`src/rtl/dram_ptest_pkg.sv`:
```
package dram_ptest_pkg;

    localparam int DQ_W  = 4;
    localparam int GRP_N = 4;

    typedef enum logic [1:0] {
        CYC_IDLE = 2'd0,
        CYC_ROW  = 2'd1,
        CYC_COL  = 2'd2,
        CYC_REFR = 2'd3
    } cyc_state_e;

endpackage

```
`src/rtl/dram_ptest_decode.sv`:
```
module dram_ptest_decode
    import dram_ptest_pkg::*;
#(
    parameter int ROW_W        = 2,
    parameter int COL_W        = 4,
    parameter int ADDR_W       = 4,
    parameter int INIT_REFRESH = 8
) (
    input  logic             clk,
    input  logic             rst_n,
    input  logic             ras_n,
    input  logic             cas_n,
    input  logic             we_n,
    input  logic [ADDR_W-1:0] addr,
    output logic             acc_wr,
    output logic             acc_rd,
    output logic [ROW_W-1:0] acc_row,
    output logic [COL_W-1:0] acc_col,
    output logic             test_mode,
    output logic             ready
);

    localparam int CNT_W = $clog2(INIT_REFRESH + 1);

    typedef struct packed {
        cyc_state_e       st;
        logic [ROW_W-1:0] row;
        logic             test;
        logic [CNT_W-1:0] cnt;
    } dec_t;

    dec_t dec_d, dec_q;
    logic refresh_hit;
    logic ready_int;

    assign ready_int = (dec_q.cnt == CNT_W'(INIT_REFRESH));

    always_comb begin
        dec_d       = dec_q;
        acc_wr      = 1'b0;
        acc_rd      = 1'b0;
        refresh_hit = 1'b0;
        unique case (dec_q.st)
            CYC_IDLE: begin
                if (!ras_n) begin
                    if (!cas_n) begin
                        dec_d.st = CYC_REFR;
                        if (!we_n) begin
                            dec_d.test = 1'b1;
                        end else begin
                            dec_d.test  = 1'b0;
                            refresh_hit = 1'b1;
                        end
                    end else begin
                        dec_d.row = addr[ROW_W-1:0];
                        dec_d.st  = CYC_ROW;
                    end
                end
            end
            CYC_ROW: begin
                if (ras_n) begin
                    dec_d.st    = CYC_IDLE;
                    dec_d.test  = 1'b0;
                    refresh_hit = 1'b1;
                end else if (!cas_n) begin
                    dec_d.st = CYC_COL;
                    if (ready_int) begin
                        acc_wr = !we_n;
                        acc_rd = we_n;
                    end
                end
            end
            default: begin
                if (ras_n) begin
                    dec_d.st = CYC_IDLE;
                end
            end
        endcase
        if (refresh_hit && !ready_int) begin
            dec_d.cnt = dec_q.cnt + CNT_W'(1);
        end
    end

    always_ff @(posedge clk or negedge rst_n) begin
        if (!rst_n) begin
            dec_q <= '{st: CYC_IDLE, row: '0, test: 1'b0, cnt: '0};
        end else begin
            dec_q <= dec_d;
        end
    end

    assign acc_row   = dec_q.row;
    assign acc_col   = addr[COL_W-1:0];
    assign test_mode = dec_q.test;
    assign ready     = ready_int;

    // the flag rises only after a sample of the entry strobe pattern
    assert_test_entry_R6: assert property (@(posedge clk) disable iff (!rst_n)
        $rose(dec_q.test) |-> $past(dec_q.st == CYC_IDLE && !ras_n && !cas_n && !we_n));

    // the flag falls only after one of the two refresh kinds
    assert_test_exit_R7: assert property (@(posedge clk) disable iff (!rst_n)
        $fell(dec_q.test) |-> $past((dec_q.st == CYC_IDLE && !ras_n && !cas_n && we_n)
                                    || (dec_q.st == CYC_ROW && ras_n)));

    assert_ready_hold_R2: assert property (@(posedge clk) disable iff (!rst_n)
        ready |=> ready);

    assert_one_access_R4: assert property (@(posedge clk) disable iff (!rst_n)
        $onehot0({acc_wr, acc_rd}));

endmodule

```
`src/rtl/dram_ptest_array.sv`:
```
module dram_ptest_array
    import dram_ptest_pkg::*;
#(
    parameter int ROW_W = 2,
    parameter int COL_W = 4
) (
    input  logic             clk,
    input  logic             rst_n,
    input  logic             wr,
    input  logic             test,
    input  logic [ROW_W-1:0] row,
    input  logic [COL_W-1:0] col,
    input  logic [DQ_W-1:0]  din,
    output logic [DQ_W-1:0]  rd_data
);

    localparam int LOW_W = COL_W - 2;
    localparam int IDX_W = ROW_W + COL_W;
    localparam int CELLS = 1 << IDX_W;

    typedef struct packed {
        logic [CELLS-1:0][DQ_W-1:0] mem;
    } arr_t;

    arr_t arr_d, arr_q;
    logic [DQ_W-1:0] cmp;

    always_comb begin
        arr_d = arr_q;
        if (wr) begin
            if (test) begin
                for (int g = 0; g < GRP_N; g++) begin
                    arr_d.mem[{row, 2'(g), col[LOW_W-1:0]}] = din;
                end
            end else begin
                arr_d.mem[{row, col}] = din;
            end
        end
    end

    always_ff @(posedge clk or negedge rst_n) begin
        if (!rst_n) begin
            arr_q <= '0;
        end else begin
            arr_q <= arr_d;
        end
    end

    for (genvar k = 0; k < DQ_W; k++) begin : g_cmp
        logic [GRP_N-1:0] grp_bits;
        always_comb begin
            for (int g = 0; g < GRP_N; g++) begin
                grp_bits[g] = arr_q.mem[{row, 2'(g), col[LOW_W-1:0]}][k];
            end
        end
        assign cmp[k] = (grp_bits == '0) || (grp_bits == '1);
    end

    assign rd_data = test ? cmp : arr_q.mem[{row, col}];

    // right after a test write, all four cells of each group match
    assert_group_fill_R9: assert property (@(posedge clk) disable iff (!rst_n)
        (wr && test) |=> (arr_q.mem[{$past(row), 2'd0, $past(col[LOW_W-1:0])}] == $past(din))
                       && (arr_q.mem[{$past(row), 2'd3, $past(col[LOW_W-1:0])}] == $past(din)));

endmodule

```
`src/rtl/dram_ptest_rdpipe.sv`:
```
module dram_ptest_rdpipe
    import dram_ptest_pkg::*;
(
    input  logic            clk,
    input  logic            rst_n,
    input  logic            rd_start,
    input  logic            test,
    input  logic            keep,
    input  logic [DQ_W-1:0] data,
    output logic [DQ_W-1:0] dout,
    output logic            valid
);

    typedef struct packed {
        logic            pend;
        logic [DQ_W-1:0] pend_data;
        logic [DQ_W-1:0] dout;
        logic            valid;
    } pipe_t;

    pipe_t pipe_d, pipe_q;

    always_comb begin
        pipe_d = pipe_q;
        if (rd_start) begin
            if (test) begin
                pipe_d.pend      = 1'b1;
                pipe_d.pend_data = data;
                pipe_d.dout      = '0;
                pipe_d.valid     = 1'b0;
            end else begin
                pipe_d.pend  = 1'b0;
                pipe_d.dout  = data;
                pipe_d.valid = 1'b1;
            end
        end else if (!keep) begin
            pipe_d = '0;
        end else if (pipe_q.pend) begin
            pipe_d.pend  = 1'b0;
            pipe_d.dout  = pipe_q.pend_data;
            pipe_d.valid = 1'b1;
        end
    end

    always_ff @(posedge clk or negedge rst_n) begin
        if (!rst_n) begin
            pipe_q <= '0;
        end else begin
            pipe_q <= pipe_d;
        end
    end

    assign dout  = pipe_q.dout;
    assign valid = pipe_q.valid;

    assert_test_latency_R11: assert property (@(posedge clk) disable iff (!rst_n)
        (rd_start && test) |=> !valid);

    assert_release_R5: assert property (@(posedge clk) disable iff (!rst_n)
        (!keep && !rd_start) |=> (!valid && dout == '0));

endmodule

```
`src/rtl/dram_ptest_top.sv`:
```
module dram_ptest_top
    import dram_ptest_pkg::*;
#(
    parameter int ROW_W        = 2,
    parameter int COL_W        = 4,
    parameter int ADDR_W       = 4,
    parameter int INIT_REFRESH = 8
) (
    input  logic              clk,
    input  logic              rst_n,
    input  logic              ras_n,
    input  logic              cas_n,
    input  logic              we_n,
    input  logic [ADDR_W-1:0] addr,
    input  logic [3:0]        dq_in,
    output logic [3:0]        dq_out,
    output logic              rd_valid,
    output logic              test_mode,
    output logic              ready
);

    logic             acc_wr;
    logic             acc_rd;
    logic [ROW_W-1:0] acc_row;
    logic [COL_W-1:0] acc_col;
    logic [DQ_W-1:0]  rd_data;
    logic             keep;

    assign keep = !ras_n && !cas_n;

    dram_ptest_decode #(
        .ROW_W(ROW_W), .COL_W(COL_W), .ADDR_W(ADDR_W), .INIT_REFRESH(INIT_REFRESH)
    ) i_decode (
        .clk(clk), .rst_n(rst_n), .ras_n(ras_n), .cas_n(cas_n), .we_n(we_n),
        .addr(addr), .acc_wr(acc_wr), .acc_rd(acc_rd), .acc_row(acc_row),
        .acc_col(acc_col), .test_mode(test_mode), .ready(ready)
    );

    dram_ptest_array #(
        .ROW_W(ROW_W), .COL_W(COL_W)
    ) i_array (
        .clk(clk), .rst_n(rst_n), .wr(acc_wr), .test(test_mode), .row(acc_row),
        .col(acc_col), .din(dq_in), .rd_data(rd_data)
    );

    dram_ptest_rdpipe i_rdpipe (
        .clk(clk), .rst_n(rst_n), .rd_start(acc_rd), .test(test_mode),
        .keep(keep), .data(rd_data), .dout(dq_out), .valid(rd_valid)
    );

    assert_no_early_data_R3: assert property (@(posedge clk) disable iff (!rst_n)
        rd_valid |-> ready);

endmodule

```
`config.mk`:
```
export PLATFORM = sky130hd
export DESIGN_NAME = dram_ptest_top
export DESIGN_NICKNAME = d
export VERILOG_FILES = /design/src/rtl/dram_ptest_pkg.sv /design/src/rtl/dram_ptest_decode.sv /design/src/rtl/dram_ptest_array.sv /design/src/rtl/dram_ptest_rdpipe.sv /design/src/rtl/dram_ptest_top.sv
export SDC_FILE = /design/constraint.sdc
export NUM_CORES = 1
export LEC_CHECK = 0
export BUFFER_PORTS_ARGS = -buffer_cell sky130_fd_sc_hd__buf_4
export CORE_MARGIN = 4
export CORE_UTILIZATION = 65
export CTS_BUF_LIST = sky130_fd_sc_hd__clkbuf_8
export DETAILED_ROUTE_END_ITERATION = 8
export GPL_ROUTABILITY_DRIVEN = 0
export GPL_TIMING_DRIVEN = 0
export PLACE_DENSITY = 0.91
export SYNTH_ARGS = -nofsm -noshare
export SYNTH_HDL_FRONTEND = slang
export SYNTH_HIERARCHICAL = 1
export SYNTH_SLANG_ARGS = --single-unit
```
`constraint.sdc`:
```
create_clock -name clk -period 3.48 [get_ports clk]
set_clock_uncertainty 0.2 [all_clocks]
set_input_delay 0.348 -clock clk [delete_from_list [all_inputs] [get_ports clk]]
set_output_delay 0.348 -clock clk [all_outputs]
set_load 0.005 [all_outputs]
```
==> results of run 1 <==
==> placed cells by master (no fill, tap or decap), types with 5 or more instances in the layout <==
| cell type | instances |
|---|---|
| a21oi_1 | 9 |
| a22o_1 | 5 |
| a22oi_1 | 42 |
| buf_1 | 5 |
| buf_2 | 11 |
| buf_4 | 25 |
| buf_6 | 7 |
| clkbuf_1 | 37 |
| clkbuf_8 | 60 |
| dfrtp_1 | 275 |
| dlygate4sd3_1 | 7 |
| inv_1 | 12 |
| mux2_1 | 186 |
| mux2_2 | 78 |
| mux4_2 | 70 |
| nand2_1 | 68 |
| nand3_1 | 10 |
| nor2_1 | 24 |
| nor2_2 | 7 |
| o21ai_0 | 5 |
| o21ai_1 | 5 |
==> final cells by class <==
type	count	area (um^2)
sequential	275	6880
multi-input combinational	578	6020
fill	1238	5360
clock buffer	60	826
buffer	74	389
tap	270	338
timing repair buffer	24	245
clock inverter	16	98.8
inverter	4	17.5
==> kinds of logic (layout without fill, tap and decap cells) <==
group / Yosys count / after routing / synth area share (%)
DFF: 275 / 275 / 51.8
xor gates and xnor gates: 2 / 2 / 0.132
muxes: 337 / 337 / 34.5
buffers and inverters: 79 / 178 / 3.06
adders and majority gates: 2 / 2 / 0.188
AOI/OAI and AO/OA: 82 / 82 / 4.63
and+or+nand+nor: 155 / 155 / 5.70
==> flip-flops by register name, indices dropped and copies added (netlist names) <==
signal / cells
i_array/arr_q: 256
i_decode/dec_q: 6
i_rdpipe/pipe_q: 5
i_rdpipe/dout: 4
i_decode/acc_row: 2
i_decode/test_mode: 1
i_rdpipe/valid: 1
==> routing by layer <==
layer | up-vias | routed length [um]
li1 | 3614 | -
met1 | 4522 | 13000
met2 | 573 | 16200
met3 | 162 | 3690
met4 | 0 | 2010
met5 | - | 0
==> worst min-delay path by stage <==
| stage | to | slack (ns) | depth (start not counted) | startpoint |
|---|---|---|---|---|
| floorplan | i_array/arr_q[0] | -0.15 | 0 | rst_n |
| global placement | i_decode/dec_q[3] | 0.25 | 1 | i_decode/dec_q[3] |
| detailed placement | i_array/arr_q[70] | 0.07 | 1 | rst_n |
| CTS | i_array/arr_q[70] | 0.09 | 2 | rst_n |
| global route | i_array/arr_q[70] | 0.1 | 2 | rst_n |
| finish | i_array/arr_q[70] | 0.09 | 2 | rst_n |
==> worst register-to-register path, delay by kind of cell (launching register included) <==
| family | cells | cell delay [ns] |
|---|---|---|
| simple gates | 5 | 1.50 |
| fa+ha+maj | 1 | 0.14 |
| mux | 1 | 0.37 |
| flops | 1 | 0.40 |
| compound gates | 1 | 0.28 |
| buf+inv | 2 | 0.39 |
==> power by group through the flow <==
stage | combinational (uW) | sequential [uW] | clock, uW
finish | 690 | 3300 | 2860
detailed placement | 650 | 3350 | 0
CTS | 667 | 3300 | 2900
global route | 731 | 3300 | 3050
floorplan | 395 | 3340 | 0
global placement | 622 | 3350 | 0
==> per-stage QoR <==
step	total power, uW	utilization, %
after floorplan	3730	-
after global placement	3970	68.0
after detailed placement	4000	68.3
after CTS	6860	73.3
after global routing	7080	73.4
final	6840	73.4
==> what timing repair did <==
| action | CTS | global route |
|---|---|---|
| gates resized for setup | 2 | 13 |
| hold endpoints to repair | 280 | 0 |
| endpoints found under the setup margin | 33 | 40 |
| hold buffers | 7 | 0 |
| buffers inserted | 0 | 2 |
==> results.md, run 1 <==
* Status: complete, no violations
* Clock insertion delay at the later pin of the skew report at 0.55 ns
* Initial DRC Count at 1213
* Antenna diodes at 0
* Critical path endpoint: i_array/arr_q[247]
* Worst-Margin Slew at 0.850 ns
* Buf/Inv on CP at 2
* Fmax at 294 MHz
* Yosys reg bits at 275
* Sw power at 1780 uW
* Layout Area Growth over Synthesis at 11.5%
* Synth top area share at 51.8%
* Pwr/cell area at 462 mW/mm^2
* Port-buffer cells at 13
* Crit. End Element: flip-flop
* Syn nets at 947
* GR Util All Layers at 31.9%
* Placed Cells at 1217
* RSZ-0062 raised after global routing: no
* Peak supply drop at 0.332 mV
* Startpoint types: flip-flop
* Setup violation total in the final timing report at 0
* Dominant cells by area after synthesis: dfrtp_1 (52%), mux2_1 (16%), mux4_2 (12%)
* Worst slack, placed at -0.580 ns
* Overflow after GRT at 0
* CP max FO at 6
* Clock power frac at 41.7%
* Main synth FF type: dfrtp_1
* Synth unique cells at 53
* CP arrival at 3.63 ns
* Largest net degree at the start of global routing at 122
* Detailed placer's ending HPWL at 23.4 mm
* Normalized max-slew margin at 43.3%
* Die area at 0.0228 mm^2
* Most common cell on crit path: and3b_1
* Worst-path cell chain: inv_1, ha_1, and3b_1, clkbuf_1, and3b_1, nand2_1, nor2_4, o21ai_1, nor2_1, mux2_1
* R2r endpoint: i_array/arr_q[247]
* Initial antenna violation count at 0
* Req. time, crit path at 3.72 ns
* Crit path from: i_decode/dec_q[0]
* I/O pins at 20
* Num rows at 52
* Die Y at 151 um
* Crit path time final at 3.40 ns
* Sum Neg Setup Slack at 0 ns
* Max Root-Sink Buffers at 3
* Cell Area, Synth at 0.0133 mm^2
* Routed vias/inst at 6.82
* LEAKAGE at 0.00735 uW
* Placed Area at 0.0138 mm^2
* Via count at 8871
* Gate Count Post-Synth at 932
* Final Slew Violations at 0
* FF-to-FF Start: i_decode/dec_q[0]
* Sw Ratio at 26.0%
* Critical-path top delay cell: and3b_1
* Commonest cells post-synth: dfrtp_1 (275), mux2_1 (186), mux2_2 (78)
* Antenna Nets Post-Route at 0
* Number of enable flip-flop cells after synthesis at 0
* H-tree Lvls at 2
* Final worst setup slack at 0.0840 ns
* Routing usage on met3 at 9.43%
* Synth area leader: dfrtp_1
* Router iterations before antenna repair at 7
* CTS tree: yes
* Logic pwr share at 10.1%
* Worst Reg2Reg Path Length in Cells at 10
* CTS root buf: clkbuf_8
* Die width at 151 um
* CP peak stage delay at 0.45 ns
* Critical path type: flip-flop to flip-flop
* Clk sinks at 275
* Fin Hold WS at 0.0931 ns
* First-pass GRT wire length at 54.0 mm
* Layout cells sized above 1 at 27.8%
* GRT Max-Usage Layer: met2
* Synthesized area per cell at 14.3 um^2
* Met2 usage at 48.4%
* Pint at 5060 uW
* Final instance area at 0.0148 mm^2
* Async SR Flop Fraction at 100%
* Vias in the first global route at 9164
* Initial Util at 65.9%
* Synthesis Warnings at 6
* Area of the core at 0.0202 mm^2
* Number of CTS-inserted buffers at 44
* Tcrit/Tclk final at 97.6%
* Reg2Reg Setup Slack at 0.08 ns
* Total of max-cap violations at 0
* Top-count cell post-synth: dfrtp_1
* Routed wire length per instance at 26.9 um
* Sequential share of power at 48.2%
* Final Non-Filler Cells at 1301
* CTS clk-pin slew, worst paths at 0.06 ns
* Crit-path leading delay family: simple AND/OR/NAND/NOR gates
* Residual DRC at 0
* Met1 usage at 42.4%
* Critical path depth at 10
* Hold Crit Class: input port to async pin
* Fin nets at 1016
* Register area share after synthesis at 51.8%
* Post-Route WL at 34.9 mm
* Hold Fails Final Rpt at 0
(Power assumes the default switching activity.)
==> run 2: changes to the inputs <==
Clock period 3.48 ns to 4.2 ns, I/O delays scaled along.
==> run 2 against run 1 <==
  * Total power shrank 17%
  * Clock power is 17% lower
  * Sequential cell count is the same
  * Critical path depth rose by 3
  * Setup slack lost 0.0069 ns
  * Largest power group unchanged
  * Highest routed layer unchanged
==> results.md, run 2 (same netlist as run 1, synthesis figures left out) <==
* Status: complete, no violations (unchanged)
* Pwr/cell area at 384 mW/mm^2 (was 462 mW/mm^2)
* Fmax at 243 MHz
* Startpoint types: input port (was flip-flop)
* Detailed placer's ending HPWL at 23.4 mm (unchanged)
* Setup violation total in the final timing report at 0 (unchanged)
* Sum Neg Setup Slack at 0 ns (unchanged)
* Area of the core at 0.0202 mm^2 (unchanged)
* Antenna diodes at 0 (unchanged)
* Die Y at 151 um (unchanged)
* Commonest non-fill, non-tap cell in the layout: dfrtp_1 (unchanged)
* H-tree Lvls at 2 (unchanged)
* Hold Crit Class: input port to flip-flop (was input port to async pin)
* Die area at 0.0228 mm^2 (unchanged)
* Layout Area Growth over Synthesis at 11.1% (was 11.5%)
* Peak supply drop at 0.274 mV (was 0.332 mV)
* Layout cells sized above 1 at 27.1% (was 27.8%)
* Overflow after GRT at 0 (unchanged)
* Router iterations before antenna repair at 8 (was 7)
* Antenna Nets Post-Route at 0 (unchanged)
* Fin Hold WS at 0.0451 ns (was 0.0931 ns)
* Crit path from: addr[1] (was i_decode/dec_q[0])
* Final instance area at 0.0148 mm^2 (about the same)
* CP max FO at 10 (was 6)
* Post-CTS Setup Repair Bufs at 0 (unchanged)
* Initial Util at 65.9% (unchanged)
* Initial antenna violation count at 0 (unchanged)
* Initial DRC Count at 1224 (was 1213)
* CTS root buf: clkbuf_8 (unchanged)
* Tcrit/Tclk final at 98.2%
* Num rows at 52 (unchanged)
* CP arrival at 4.36 ns (was 3.63 ns)
* Normalized max-slew margin at 31.5% (was 43.3%)
* Most frequent cells in the layout: dfrtp_1 (275), mux2_1 (186), mux2_2 (78) (unchanged)
* Req. time, crit path at 4.44 ns (was 3.72 ns)
* Routed wire length per instance at 26.8 um (was 26.9 um)
* Fin nets at 1012 (was 1016)
* First-pass GRT wire length at 53.7 mm (was 54.0 mm)
* Crit. End Element: flip-flop (unchanged)
* Max reg flops at 256 (unchanged)
* Hold Fails Final Rpt at 0 (unchanged)
* Largest net degree at the start of global routing at 122 (unchanged)
* Die width at 151 um (unchanged)
* Placed Area at 0.0138 mm^2 (unchanged)
* GR Util All Layers at 31.7% (was 31.9%)
* Clock insertion delay at the later pin of the skew report at 0.55 ns (about the same)
* Critical path type: input port to flip-flop (was flip-flop to flip-flop)
* Crit path time final at 4.12 ns
* Port-buffer cells at 13 (unchanged)
* Number of CTS-inserted buffers at 44 (unchanged)
* Total of max-cap violations at 0 (unchanged)
* Hold Startpoint: cas_n
* CTS clk-pin slew, worst paths at 0.06 ns (about the same)
* RSZ-0062 raised after global routing: no (unchanged)
* Max Root-Sink Buffers at 3 (unchanged)
* Routed vias/inst at 6.84 (was 6.82)
* FF-to-FF Start: i_decode/dec_q[0] (unchanged)
* CTS tree: yes (unchanged)
* Post-Route WL at 34.8 mm (was 34.9 mm)
* Residual DRC at 0 (unchanged)
* Top Registers: i_array/arr_q (256), i_decode/dec_q (6), i_rdpipe/pipe_q (5) (unchanged)
* Reg with most FFs: i_array/arr_q (unchanged)
* Vias in the first global route at 9098 (was 9164)
* LEAKAGE at 0.00732 uW (was 0.00735 uW)
* Finished Core Util at 73.1% (was 73.4%)
* Worst-Margin Slew at 1.03 ns (was 0.850 ns)
* Tot Pwr at 5660 uW (was 6840 uW)
* Final Slew Violations at 0 (unchanged)
* Via count at 8874 (was 8871)
* I/O pins at 20 (unchanged)
* Clk sinks at 275 (unchanged)
## run 2: cell count changes in the layout (fill, tap and decap cells not counted)
cell           before  now
buf_1               5    6
buf_4              25   23
clkbuf_1           37   39
clkbuf_2            3    0
dlygate4sd3_1       7    5
nor2_1             24   28
nor2_2              7    4
nor2_4              1    0
nor3b_2             0    1
nor3b_4             1    0
## run 2: metal layers
layer	up-vias	track usage [%]	wire length [um]	part of all wire (%)
met3	166	9.04	3640	10
met4	0	15.9	2100	6.0
li1	3597	-	-	-
met2	576	48.1	16200	47
met1	4535	42.5	12800	37
met5	-	0	0	0
## run 2: timing repair
action                                 4_1_cts  5_1_grt
hold buffers                                 5        0
setup endpoints to repair                    0        2
resized for setup                            0        1
endpoints found under the hold margin       47        0
## run 2: worst paths after layout
check	to	slack [ns]	cells after the start
hold reg to reg	i_decode/dec_q[3]	0.27	1
min in group asynchronous	i_array/arr_q[70]	0.17	2
hold / removal	i_decode/dec_q[7]	0.05	3
max in group asynchronous	i_array/arr_q[57]	2.72	3
setup / recovery	i_rdpipe/pipe_q[8]	0.08	13
setup reg to reg	i_array/arr_q[117]	0.36	10
## run 2: area by class of cell
cell class	count	area, um^2
Sequential cell	275	6880
Multi-Input combinational cell	578	5990
Fill cell	1254	5420
Clock buffer	60	826
Buffer	74	385
Tap cell	270	338
Timing Repair Buffer	20	210
Clock inverter	16	98.8
Inverter	4	17.5
## run 2: through the flow
step	worst slack (ns)	std cells
6_report	0.0772	1297
5_1_grt	0.00923	1297
4_1_cts	0.0721	1298
3_5_place_dp	0.0678	1217
3_3_place_gp	0.0785	1215
2_1_floorplan	1.17	932
## run 2: power breakdown
part	internal [uW]	total [uW]	switching, uW
logic	174	567	392
registers	2690	2730	40.4
clock network	1330	2360	1030
## run 2: worst max-delay path: stages
cell           delay (ns)
dlygate4sd3_1        0.54
buf_4                0.11
buf_4                0.09
buf_2                0.30
buf_1                0.78
mux4_2               0.51
a22oi_1              0.23
a21oi_1              0.10
or4_1                0.52
nor2_1               0.10
a31oi_1              0.10
mux2_1               0.37
a22o_1               0.19
==> run 3: changes to the inputs <==
--- a/config.mk
+++ b/config.mk
@@ -9,3 +9,3 @@
 export CORE_MARGIN = 4
-export CORE_UTILIZATION = 65
+export CORE_UTILIZATION = 59
 export CTS_BUF_LIST = sky130_fd_sc_hd__clkbuf_8
@@ -14,3 +14,3 @@
 export GPL_TIMING_DRIVEN = 0
-export PLACE_DENSITY = 0.91
+export PLACE_DENSITY = 0.87
 export SYNTH_ARGS = -nofsm -noshare
==> constraint.sdc (replaced) <==
create_clock -name clk -period 3.61 [get_ports clk]
set_clock_uncertainty 0.2 [all_clocks]
set_input_delay 0.722 -clock clk [delete_from_list [all_inputs] [get_ports clk]]
set_output_delay 0.722 -clock clk [all_outputs]
set_load 0.005 [all_outputs]
==> run 3 against run 2 <==
  * Sequential share of layout area rose by 0.10 points
  * Count of clock-buffer cells in the layout fell by 5
  * Cell area fell by 0.22%
  * Cell count rose by 0.54%
  * Sequential power rose by 16%
  * Critical path depth fell by 3
  * Setup slack got worse by 0.047 ns
  * Via count fell by 1.3%
  * Total power rose by 15%
  * Sequential cell count did not move
  * First-iteration DRC count fell by 9.9%
  * Hold slack improved by 0.14 ns
==> results.md, run 3 (same netlist as run 1, synthesis figures left out) <==
* CTS root buf: clkbuf_8 (unchanged)
* Routed wire length per instance at 25.8 um (was 26.8 um)
* Worst-Margin Slew at 0.872 ns (was 1.03 ns)
* Fmax at 279 MHz
* CTS clk-pin slew, worst paths at 0.06 ns (about the same)
* Pwr/cell area at 444 mW/mm^2 (was 384 mW/mm^2)
* Worst slack, placed at -0.831 ns (was 0.0678 ns)
* Initial antenna violation count at 0 (unchanged)
* Die area at 0.0250 mm^2 (was 0.0228 mm^2)
* Port-buffer cells at 13 (unchanged)
* Reg2Reg Setup Slack at 0.03 ns (was 0.36 ns)
* Most frequent cells in the layout: dfrtp_1 (275), mux2_1 (186), mux2_2 (78) (unchanged)
* Crit. End Element: flip-flop (unchanged)
* Max reg flops at 256 (unchanged)
* I/O pins at 20 (unchanged)
* Antenna diodes at 0 (unchanged)
* Post-CTS Setup Repair Bufs at 0 (unchanged)
* Layout cells sized above 1 at 27.2% (was 27.1%)
* Routed vias/inst at 6.72 (was 6.84)
* Overflow after GRT at 0 (unchanged)
* LEAKAGE at 0.00732 uW (about the same)
* Antenna Nets Post-Route at 0 (unchanged)
* Tcrit/Tclk final at 99.2%
* FF/Latch Area at 0.00688 mm^2 (unchanged)
* Largest net degree at the start of global routing at 106 (was 122)
* Startpoint types: flip-flop (was input port)
* Crit path time final at 3.58 ns
* Hold Crit Class: input port to flip-flop (unchanged)
* Placed Cells at 1227 (was 1217)
* Hold Fails Final Rpt at 0 (unchanged)
* Residual DRC at 0 (unchanged)
* GR Util All Layers at 27.9% (was 31.7%)
* Vias in the first global route at 9022 (was 9098)
* Reg with most FFs: i_array/arr_q (unchanged)
* Layout Area Growth over Synthesis at 10.8% (was 11.1%)
* Max Root-Sink Buffers at 3 (unchanged)
* Post-Route WL at 33.6 mm (was 34.8 mm)
* Final Slew Violations at 0 (unchanged)
* First-pass GRT wire length at 52.3 mm (was 53.7 mm)
* Req. time, crit path at 3.82 ns (was 4.44 ns)
* Fin Hold WS at 0.182 ns (was 0.0451 ns)
* Number of CTS-inserted buffers at 44 (unchanged)
* Setup violation total in the final timing report at 0 (unchanged)
* Commonest non-fill, non-tap cell in the layout: dfrtp_1 (unchanged)
* Critical path type: flip-flop to flip-flop (was input port to flip-flop)
* Filler Cells Inserted at 1489 (was 1254)
* Die Y at 158 um (was 151 um)
* Final Non-Filler Cells at 1304 (was 1297)
* Status: complete, no violations (unchanged)
* H-tree Lvls at 2 (unchanged)
* Detailed placer's ending HPWL at 23.2 mm (was 23.4 mm)
* Footprint of the multi-input gates at 0.00600 mm^2 (was 0.00599 mm^2)
* Initial Util at 60.5% (was 65.9%)
* Final worst setup slack at 0.0302 ns (was 0.0772 ns)
* CP arrival at 3.79 ns (was 4.36 ns)
* Fin nets at 1008 (was 1012)
* Initial DRC Count at 1103 (was 1224)
* Clk sinks at 275 (unchanged)
* Top Registers: i_array/arr_q (256), i_decode/dec_q (6), i_rdpipe/pipe_q (5) (unchanged)
* CP max FO at 6 (was 10)
* Router iterations before antenna repair at 7 (was 8)
* Clock insertion delay at the later pin of the skew report at 0.55 ns (about the same)
* Die width at 158 um (was 151 um)
* Num rows at 54 (was 52)
* Peak supply drop at 0.248 mV (was 0.274 mV)
* CTS tree: yes (unchanged)
* Via count at 8763 (was 8874)
* Area of the core at 0.0220 mm^2 (was 0.0202 mm^2)
* Normalized max-slew margin at 41.4% (was 31.5%)
* Total of max-cap violations at 0 (unchanged)
run 3: cell types whose count changed in the layout (fill, tap and decap cells not counted), sizes merged, moves of 2 or more:
cell	before	now
dlygate4sd3	5	1
clkinvlp	2	0
clkbuf	99	96
inv	13	18
clkinv	4	6
buf	50	48
run 3: critical path: stages (launching register included):
cell and delay [ns]:
dfrtp_1 0.40, inv_1 0.10, ha_1 0.14, and3b_1 0.15, clkbuf_1 0.27, and3b_1 0.47
nand2_1 0.16, nor2_2 0.47, o21ai_1 0.30, nor2_1 0.40, mux2_1 0.37
run 3: worst paths after layout:
| path | cells past startpoint | to | startpoint |
|---|---|---|---|
| setup / recovery | 10 | i_array/arr_q[55] | i_decode/dec_q[0] |
| min in group asynchronous | 2 | i_array/arr_q[66] | rst_n |
| hold / removal | 2 | i_decode/dec_q[8] | ras_n |
| max in group asynchronous | 3 | i_array/arr_q[7] | rst_n |
| hold reg to reg | 1 | i_decode/dec_q[3] | i_decode/dec_q[3] |
| setup reg to reg | 10 | i_array/arr_q[55] | i_decode/dec_q[0] |
run 3: layout make-up:
class	count	area share, %
multi-input combinational	578	40.8
timing repair buffer	16	1.16
sequential	275	46.8
inverter	4	0.119
tap	280	2.38
clock buffer	55	5.14
clock inverter	22	1.00
buffer	74	2.66
run 3: per-stage QoR:
stage	setup TNS [ns]	util (%)	cell area, um^2	power [uW]
final	0	67.0	14700	6540
after global routing	-0.0923	67.0	14700	6780
after CTS	0	67.0	14700	6570
after detailed placement	-30.57	62.8	13800	3860
after global placement	-193.45	62.5	13700	3830
after floorplan	0	-	13300	3600
run 3: what timing repair did:
action | in CTS | in global routing
resized for setup | 4 | 2
endpoints found under the setup margin | 6 | 17
endpoints found under the hold margin | 72 | 0
hold buffers | 1 | 0
pin swaps | 0 | 0
run 3: power breakdown:
group          internal (uW)  switching [uW]  total (uW)
Sequential              3130            46.8        3180
Combinational            199             453         651
Clock                   1510            1190        2710
Total                   4840            1690        6540
run 3: per-layer routing:
| metal | part of all wire, % | track usage [%] |
|---|---|---|
| met1 | 38 | 36.5 |
| met2 | 46 | 43.8 |
| met3 | 10 | 7.87 |
| met4 | 5.1 | 12.9 |
| met5 | 0 | 0 |
